`config.mk`:
```
export PLATFORM = sky130hd
export DESIGN_NAME = spi_user_ctrl
export DESIGN_NICKNAME = d
export VERILOG_FILES = /design/src/rtl/spi_uc_pkg.sv /design/src/rtl/spi_uc_regs.sv /design/src/rtl/spi_uc_shifter.sv /design/src/rtl/spi_user_ctrl.sv
export SDC_FILE = /design/constraint.sdc
export NUM_CORES = 1
export LEC_CHECK = 0
export CORE_MARGIN = 1.5
export CORE_UTILIZATION = 45
export DETAILED_ROUTE_END_ITERATION = 10
export GPL_ROUTABILITY_DRIVEN = 0
export PLACE_DENSITY = 0.69
export SLEW_MARGIN = 10
export SYNTH_ARGS = -nofsm -noshare
export SYNTH_HDL_FRONTEND = slang
export SYNTH_SLANG_ARGS = --single-unit
```
`constraint.sdc`:
```
create_clock -name clk -period 5 [get_ports clk]
set_input_delay 1.25 -clock clk [delete_from_list [all_inputs] [get_ports clk]]
set_output_delay 1.25 -clock clk [all_outputs]
set_load 0.05 [all_outputs]
```
`src/rtl/spi_uc_pkg.sv`:
```
package spi_uc_pkg;

  localparam logic [1:0] MODE_USER = 2'd3;

  typedef enum logic [1:0] {ENG_IDLE, ENG_LOW, ENG_HIGH, ENG_TAIL} eng_st_t;
  typedef enum logic [1:0] {RD_NONE, RD_WAIT, RD_HAVE} rd_st_t;

  // SCK period in bus clocks for a 4-bit divider code; divide-by-1 runs at 2
  function automatic int unsigned div_period(input logic [3:0] code);
    int unsigned p;
    if (code[3]) p = 2 * (7 - int'(code[2:0])) + 1;
    else         p = 2 * (8 - int'(code[2:0]));
    if (p < 2) p = 2;
    return p;
  endfunction

endpackage

```
`src/rtl/spi_uc_regs.sv`:
```
module spi_uc_regs #(
  parameter int NUM_CS = 2,
  parameter int AW     = 8,
  parameter int DW     = 32,
  parameter int DIVW   = 4
) (
  input  logic                           clk,
  input  logic                           rst_n,
  input  logic                           wr_en,
  input  logic [AW-1:0]                  addr,
  input  logic [DW-1:0]                  wdata,
  output logic [DW-1:0]                  rdata,
  output logic [NUM_CS-1:0][1:0]         mode_o,
  output logic [NUM_CS-1:0]              lsb_o,
  output logic [NUM_CS-1:0][DIVW-1:0]    div_o,
  output logic [NUM_CS-1:0]              wen_o
);
  localparam logic [AW-1:0] CFG_ADDR = '0;
  localparam int CTRL_BASE = 16;
  localparam int WEN_LSB   = 16;
  localparam int LSB_BIT   = 5;
  localparam int DIV_LSB   = 8;

  for (genvar i = 0; i < NUM_CS; i++) begin : g_cs
    localparam logic [AW-1:0] CTRL_ADDR = AW'(CTRL_BASE + 4 * i);
    always_ff @(posedge clk or negedge rst_n) begin
      if (!rst_n) begin
        wen_o[i]  <= 1'b0;
        mode_o[i] <= 2'd0;
        lsb_o[i]  <= 1'b0;
        div_o[i]  <= '0;
      end else if (wr_en) begin
        if (addr == CFG_ADDR) wen_o[i] <= wdata[WEN_LSB + i];
        if (addr == CTRL_ADDR) begin
          mode_o[i] <= wdata[1:0];
          lsb_o[i]  <= wdata[LSB_BIT];
          div_o[i]  <= wdata[DIV_LSB +: DIVW];
        end
      end
    end
  end

  always_comb begin
    rdata = '0;
    for (int i = 0; i < NUM_CS; i++) begin
      if (addr == CFG_ADDR) rdata[WEN_LSB + i] = wen_o[i];
      if (addr == AW'(CTRL_BASE + 4 * i)) begin
        rdata[1:0]              = mode_o[i];
        rdata[LSB_BIT]          = lsb_o[i];
        rdata[DIV_LSB +: DIVW]  = div_o[i];
      end
    end
  end

endmodule

```
`src/rtl/spi_uc_shifter.sv`:
```
module spi_uc_shifter #(
  parameter int W    = 8,
  parameter int DIVW = 4
) (
  input  logic            clk,
  input  logic            rst_n,
  input  logic            start,
  input  logic [W-1:0]    tx_byte,
  input  logic            lsb_first,
  input  logic [DIVW-1:0] div_code,
  input  logic            miso,
  output logic            busy,
  output logic            done,
  output logic [W-1:0]    rx_byte,
  output logic            sck,
  output logic            mosi
);
  import spi_uc_pkg::*;

  localparam int CNT_W = DIVW + 1;
  localparam int BIT_W = (W > 1) ? $clog2(W) : 1;

  function automatic logic [W-1:0] rev(input logic [W-1:0] v);
    logic [W-1:0] r;
    for (int k = 0; k < W; k++) r[k] = v[W-1-k];
    return r;
  endfunction

  eng_st_t            st;
  logic [CNT_W-1:0]   cnt, lo_len, hi_len, per, lo_new;
  logic [BIT_W-1:0]   bitn;
  logic [W-1:0]       sh, rx, tx_ord;
  logic               lsb_q;

  assign per    = CNT_W'(div_period(div_code));
  assign lo_new = (per + CNT_W'(1)) >> 1;
  assign tx_ord = lsb_first ? rev(tx_byte) : tx_byte;

  always_ff @(posedge clk or negedge rst_n) begin
    if (!rst_n) begin
      st <= ENG_IDLE; cnt <= '0; lo_len <= '0; hi_len <= '0; bitn <= '0;
      sh <= '0; rx <= '0; lsb_q <= 1'b0; sck <= 1'b0; mosi <= 1'b0;
    end else begin
      case (st)
        ENG_IDLE: if (start) begin
          lsb_q  <= lsb_first;
          lo_len <= lo_new;
          hi_len <= per >> 1;
          cnt    <= lo_new - CNT_W'(1);
          sh     <= tx_ord;
          mosi   <= tx_ord[W-1];
          bitn   <= '0;
          st     <= ENG_LOW;
        end
        ENG_LOW: if (cnt == '0) begin
          sck <= 1'b1;
          rx  <= {rx[W-2:0], miso};
          cnt <= hi_len - CNT_W'(1);
          st  <= ENG_HIGH;
        end else cnt <= cnt - CNT_W'(1);
        ENG_HIGH: if (cnt == '0) begin
          sck <= 1'b0;
          cnt <= lo_len - CNT_W'(1);
          if (bitn == BIT_W'(W - 1)) st <= ENG_TAIL;
          else begin
            bitn <= bitn + BIT_W'(1);
            sh   <= sh << 1;
            mosi <= sh[W-2];
            st   <= ENG_LOW;
          end
        end else cnt <= cnt - CNT_W'(1);
        default: if (cnt == '0) st <= ENG_IDLE;
                 else cnt <= cnt - CNT_W'(1);
      endcase
    end
  end

  assign busy    = (st != ENG_IDLE);
  assign done    = (st == ENG_TAIL) && (cnt == '0);
  assign rx_byte = lsb_q ? rev(rx) : rx;

  AST_SCK_IDLE_LOW: assert property (@(posedge clk) disable iff (!rst_n)
    !busy |-> !sck);
  AST_MOSI_HELD_HIGH: assert property (@(posedge clk) disable iff (!rst_n)
    sck |-> $stable(mosi));
  AST_START_WHEN_IDLE: assert property (@(posedge clk) disable iff (!rst_n)
    start |-> !busy);

endmodule

```
`src/rtl/spi_user_ctrl.sv`:
```
module spi_user_ctrl #(
  parameter int NUM_CS = 2,
  parameter int AW     = 8,
  parameter int DW     = 32,
  parameter int BYTE_W = 8,
  parameter int DIVW   = 4,
  localparam int CS_W  = (NUM_CS > 1) ? $clog2(NUM_CS) : 1
) (
  input  logic              clk,
  input  logic              rst_n,
  input  logic              bus_valid,
  output logic              bus_ready,
  input  logic              bus_write,
  input  logic              bus_win,
  input  logic [CS_W-1:0]   bus_cs_sel,
  input  logic [AW-1:0]     bus_addr,
  input  logic [DW-1:0]     bus_wdata,
  output logic [DW-1:0]     bus_rdata,
  output logic              spi_sck,
  output logic              spi_mosi,
  input  logic              spi_miso,
  output logic [NUM_CS-1:0] spi_cs_n
);
  import spi_uc_pkg::*;

  logic [NUM_CS-1:0][1:0]      mode;
  logic [NUM_CS-1:0]           lsb, wen;
  logic [NUM_CS-1:0][DIVW-1:0] div;
  logic [DW-1:0]               reg_rdata;
  logic                        reg_wr, start, eng_busy, eng_done, user, busy_all;
  logic [BYTE_W-1:0]           tx, rx_byte, rx_q;
  rd_st_t                      rd_st;

  spi_uc_regs #(.NUM_CS(NUM_CS), .AW(AW), .DW(DW), .DIVW(DIVW)) i_regs (
    .clk(clk), .rst_n(rst_n), .wr_en(reg_wr), .addr(bus_addr), .wdata(bus_wdata),
    .rdata(reg_rdata), .mode_o(mode), .lsb_o(lsb), .div_o(div), .wen_o(wen));

  spi_uc_shifter #(.W(BYTE_W), .DIVW(DIVW)) i_shift (
    .clk(clk), .rst_n(rst_n), .start(start), .tx_byte(tx),
    .lsb_first(lsb[bus_cs_sel]), .div_code(div[bus_cs_sel]), .miso(spi_miso),
    .busy(eng_busy), .done(eng_done), .rx_byte(rx_byte),
    .sck(spi_sck), .mosi(spi_mosi));

  assign user     = (mode[bus_cs_sel] == MODE_USER);
  assign busy_all = eng_busy || (rd_st == RD_WAIT);

  always_comb begin
    bus_ready = 1'b0;
    bus_rdata = '0;
    reg_wr    = 1'b0;
    start     = 1'b0;
    tx        = bus_wdata[BYTE_W-1:0];
    if (bus_valid) begin
      if (!bus_win) begin
        bus_ready = !busy_all;
        bus_rdata = reg_rdata;
        reg_wr    = bus_write && !busy_all;
      end else if (!user) begin
        bus_ready = 1'b1;
      end else if (bus_write) begin
        bus_ready = !wen[bus_cs_sel] || !busy_all;
        start     = wen[bus_cs_sel] && !busy_all;
      end else if (rd_st == RD_HAVE) begin
        bus_ready = 1'b1;
        bus_rdata = DW'(rx_q);
      end else begin
        start = !busy_all;
        tx    = '1;
      end
    end
  end

  always_ff @(posedge clk or negedge rst_n) begin
    if (!rst_n) begin
      rd_st <= RD_NONE;
      rx_q  <= '0;
    end else begin
      case (rd_st)
        RD_NONE: if (start && !bus_write) rd_st <= RD_WAIT;
        RD_WAIT: if (eng_done) begin rd_st <= RD_HAVE; rx_q <= rx_byte; end
        default: if (bus_valid && bus_ready) rd_st <= RD_NONE;
      endcase
    end
  end

  for (genvar i = 0; i < NUM_CS; i++) begin : g_csn
    always_ff @(posedge clk or negedge rst_n) begin
      if (!rst_n) spi_cs_n[i] <= 1'b1;
      else        spi_cs_n[i] <= (mode[i] != MODE_USER);
    end
  end

  AST_CS_HELD_WHILE_SHIFT: assert property (@(posedge clk) disable iff (!rst_n)
    eng_busy |=> $stable(spi_cs_n));
  AST_READ_AFTER_SAMPLE: assert property (@(posedge clk) disable iff (!rst_n)
    (bus_valid && bus_ready && bus_win && !bus_write && user) |-> (rd_st == RD_HAVE));
  AST_DROP_NO_SHIFT: assert property (@(posedge clk) disable iff (!rst_n)
    (bus_valid && bus_win && !user) |=> !spi_sck || $past(eng_busy));

endmodule

```
==> summary.md <==
| Metric | Value |
|---|---|
| Pin slew with the least headroom to its limit | `902 ps` |
| Clock input transition at the sequential cells of the worst setup and hold paths | `70 ps` |
| Critical Path Sink Type | `output pin` |
| Final setup fails | `0` |
| Launch point of the worst path | `bus_cs_sel` |
| Data arrival time of the critical path | `3260 ps` |
| Overall power consumption | `1.22 mW` |
| Element type at the critical path start | `input pin` |
| Die Area | `slightly above 0.009 mm2` |
| Final-layout fill cell count | `718` |
| Wire length of the first global-routing pass | `13600 um` |
| Clock network latency to the later pin of the worst-skew pair | `340 ps` |
| Number of nets in the layout | `495` |
| Final cycle utilization of the critical path | `0.903` |
| Worst R2R End | `i_shift.cnt[1]$_DFFE_PN0P_` |
| Async set or reset register ratio after synthesis | `1.00` |
| Final core utilization | `0.575` |
| TritonCTS Buffers | `9` |
| Maximum net fanout on the critical path | `9` |
| Width of the die | `95.9 um` |
| Met1 Routed Length | `3870 um` |
| Area Overhead vs Synth | `23.0%` |
| Critical path's largest stage delay | `710 ps` |
| Standard cell with the maximum stage delay on the critical path | `sky130_fd_sc_hd__clkdlybuf4s50_1` |
| Clock root buffer master | `sky130_fd_sc_hd__clkbuf_8` |
| Maximum number of pins on one net before global-route repair | `35` |
| Post-CTS Repair Setup Buffers | `0` |
| Clk buf depth | `2` |
| Overflow left after global routing | `0` |
| Cell types occupying the most area after synthesis | `sky130_fd_sc_hd__dfrtp_1 40%, sky130_fd_sc_hd__mux2_2 9.6%, sky130_fd_sc_hd__mux2i_1 5.4%, sky130_fd_sc_hd__buf_4 3.7%, sky130_fd_sc_hd__a21oi_1 3.5%` |
| Initial Utilization | `0.468` |
| Dominant combinational cell family by area after synthesis | `multiplexers` |
| Post-cts gate resize count | `0` |
| Worst hold margin | `449 ps` |
| Number of enable flip-flop cells after synthesis | `0` |
| PD cells | `256 mW/mm2` |
| Startpoint of the most critical register-to-register path | `i_regs.div_o[5]$_DFFE_PN0P_` |
| Library cell with the largest summed area after synthesis | `sky130_fd_sc_hd__dfrtp_1` |
| Routed Antenna Nets | `0` |
| Critical path capture point | `bus_rdata[0]` |
| HPWL after detailed placement | `6000 um` |
| Simple-gate share of the synthesized area | `0.159` |
| Placeable core region | `0.00830 mm2` |
| Leakage | `between 2 and 2.5 nW` |
| Count of final hold-check violations | `0` |
| Vias in the first global route | `between 2000 and 3000` |
| Cells after Synth | `between 300 and 400` |
| Total area of sequential cells | `0.00160 mm2` |
| Synthesized-area fraction occupied by xor and xnor cells | `0.0226` |
| Number of max-capacitance violations reported | `0` |
| Depth of the most critical reg-to-reg path | `13` |
| Leading post-synthesis cells by instance count | `62 x sky130_fd_sc_hd__dfrtp_1, 36 x sky130_fd_sc_hd__nor2_1, 33 x sky130_fd_sc_hd__mux2_2, 27 x sky130_fd_sc_hd__a21oi_1, 26 x sky130_fd_sc_hd__nand2_1` |
| Multi-input combinational cell area | `0.00208 mm2` |
| Flop2flop setup slack | `around 2000 ps` |
| Number of rows created at floorplan | `33` |
| Minimum period implied by the final worst setup slack | `4510 ps` |
| Total vias in the final route | `2948` |
| Number of library cell types mapped by synthesis | `74` |
| Peak VDD IR | `between 0.1 and 0.15 mV` |
| Slew HR | `0.396` |
| Worst min-delay path class | `flip-flop to flip-flop` |
| Detailed-route wire length | `8200 um` |
| Sinks on Clock Net | `64` |
| TritonCTS clock tree | `yes` |
| Maximum clock frequency | `between 200 and 250 MHz` |
| Detailed-route DRC error count | `0` |
| Setup TNS Final | `0 ps` |
| Fraction of final layout cells sized beyond drive strength 1 | `0.216` |
| Total routing resource utilization after global routing | `0.192` |
| Inserted Diodes | `0` |
| Number of antenna violations at the first check in global routing | `0` |
| Outcome | `finished clean` |
| Number of H-tree levels | `3` |
| Highest metal used | `met4` |
| Sequential element share of the synthesized area | `0.413` |
| Y dimension of the die | `95.9 um` |
| Quantity of hold-fixing buffers added after cts | `0` |
| Buffers added on ports | `47` |
| Compound-Gate Fraction of Synth Area | `0.148` |
| Setup repair after global routing missed its margin | `no` |
| Share of synthesized area spent on multiplexers | `0.163` |
| Total of flip-flops plus latches after synthesis | `64` |
| Cell Chain, Critical Path | `clkdlybuf4s50_1 -> mux2_2 -> nor3b_1 -> buf_4 -> nand2_1 -> o21ai_0 -> buf_12` |
| Primary flip-flop cell chosen by synthesis mapping | `sky130_fd_sc_hd__dfrtp_1` |
| Post-Synth Adder-Cell Area | `0.0258` |
| Required time of the critical path | `3750 ps` |
| DR pass1 iterations | `4` |
| Mean area per synthesized cell | `~10 um2` |
| Most used standard cell by instance count after synthesis | `sky130_fd_sc_hd__dfrtp_1` |
| Detailed-route wire length per cell | `14.9 um` |
| Met3 Routed Length | `300 um` |
| Worst clock skew | `approximately 9.0 ps` |
| Drt initial violations | `~130` |
| Netlist area before placement | `0.00388 mm2` |
| Top cell type's share of synthesized area | `0.400` |
| Worst Path Class, Setup | `input pin to output pin` |
| Number of pins exceeding their max-slew limit in the final report | `0` |
| Boundary Pins | `84` |
| Vias/cell | `5.36` |
| Yosys warnings | `0` |
| DR WL met2 | `3900 um` |
## final cells by class
| cell class | count | area share |
|---|---|---|
| Inverter | 15 | 0.0118 |
| Clock buffer | 10 | 0.0288 |
| Multi-Input combinational cell | 295 | 0.436 |
| Timing Repair Buffer | 55 | 0.136 |
| Clock inverter | 6 | 0.0241 |
| Tap cell | 105 | 0.0275 |
| Sequential cell | 64 | 0.336 |
## sequential cells by signal, indices dropped and copies added, names as in the netlist
register        count
i_shift.sck         1
i_shift.mosi        1
i_shift.st          2
rd_st               2
i_shift.sh          7
i_regs.wen_o        2
i_shift.bitn        3
i_shift.rx          8
i_regs.lsb_o        2
spi_cs_n            2
i_regs.div_o        8
i_shift.cnt         5
i_shift.hi_len      4
i_shift.lo_len      4
rx_q                8
i_regs.mode_o       4
i_shift.lsb_q       1
## worst max-delay path: cells and delay by family
| family | cells | cell delay [ps] |
|---|---|---|
| buffers and inverters | 3 | 1080 |
| multiplexers | 1 | 450 |
| AND/OR/NAND/NOR | 2 | 320 |
| AO/OA/AOI/OAI | 1 | 160 |
## metrics by stage
step                setup WS [ps]  std cells  cell area, um2
floorplan                     479        405            3950
global placement              424        534            4520
detailed placement            345        534            4520
CTS                           486        550            4770
global route                  381        550            4770
finish                        486        550            4770
## kinds of logic after synthesis
group,count (synthesis)
mux,57
fa+ha+maj,8
flops,64
xor+xnor,10
simple gates,116
buf+inv,46
other cells,1
compound gates,86
## per-layer routing
metal | global-route usage | vias up
met3 | 0.0324 | 10
met1 | 0.265 | 1427
li1 | - | 1443
met4 | 0.0711 | 0
met2 | 0.300 | 68
met5 | 0 | -
## worst min-delay path by stage
stage                                 start                    end  depth (start not counted)
6_report       i_regs.mode_o[2]$_DFFE_PN0P_  spi_cs_n[1]$_DFF_PN1_                          1
5_1_grt        i_regs.mode_o[2]$_DFFE_PN0P_  spi_cs_n[1]$_DFF_PN1_                          1
4_1_cts        i_regs.mode_o[2]$_DFFE_PN0P_  spi_cs_n[1]$_DFF_PN1_                          1
3_5_place_dp   i_regs.mode_o[2]$_DFFE_PN0P_  spi_cs_n[1]$_DFF_PN1_                          1
3_3_place_gp   i_regs.mode_o[0]$_DFFE_PN0P_  spi_cs_n[0]$_DFF_PN1_                          1
2_1_floorplan  i_regs.mode_o[2]$_DFFE_PN0P_  spi_cs_n[1]$_DFF_PN1_                          1
## layout by cell type, fill, tap and decap left out, types with 2 or more instances in the layout
master                            synthesis  layout
sky130_fd_sc_hd__inv_1                   14      14
sky130_fd_sc_hd__clkdlybuf4s50_1          0      31
sky130_fd_sc_hd__o22ai_1                  2       2
sky130_fd_sc_hd__nand2b_1                 7       7
sky130_fd_sc_hd__mux2_2                  33      33
sky130_fd_sc_hd__a22oi_1                  8       8
sky130_fd_sc_hd__dfstp_2                  2       2
sky130_fd_sc_hd__nor3_1                   5       5
sky130_fd_sc_hd__conb_1                   1      18
sky130_fd_sc_hd__xor2_1                   4       4
sky130_fd_sc_hd__xnor2_1                  6       6
sky130_fd_sc_hd__nand2_1                 26      26
sky130_fd_sc_hd__mux2i_1                 21      21
sky130_fd_sc_hd__nor3b_1                  2       2
sky130_fd_sc_hd__o2bb2ai_1                2       2
sky130_fd_sc_hd__a31oi_1                  2       2
sky130_fd_sc_hd__nor4_1                   4       4
sky130_fd_sc_hd__clkbuf_8                 0      10
sky130_fd_sc_hd__a21oi_1                 27      27
sky130_fd_sc_hd__nor3b_2                  2       2
sky130_fd_sc_hd__nand3_1                  3       3
sky130_fd_sc_hd__nor2_1                  36      36
sky130_fd_sc_hd__ha_1                     8       8
sky130_fd_sc_hd__dfrtp_1                 62      62
sky130_fd_sc_hd__buf_12                   0      13
sky130_fd_sc_hd__buf_4                   19      10
sky130_fd_sc_hd__bufinv_16                0       3
sky130_fd_sc_hd__and2_1                   8       8
sky130_fd_sc_hd__o21ai_0                 22      22
sky130_fd_sc_hd__nor2b_1                  6       6
## report_power, final
part           total, mW  switching (mW)  internal (mW)
clock network      0.558           0.211          0.347
registers          0.545         0.00929          0.536
logic              0.120          0.0748         0.0455
total               1.22           0.295          0.928
(Power assumes the default switching activity.)
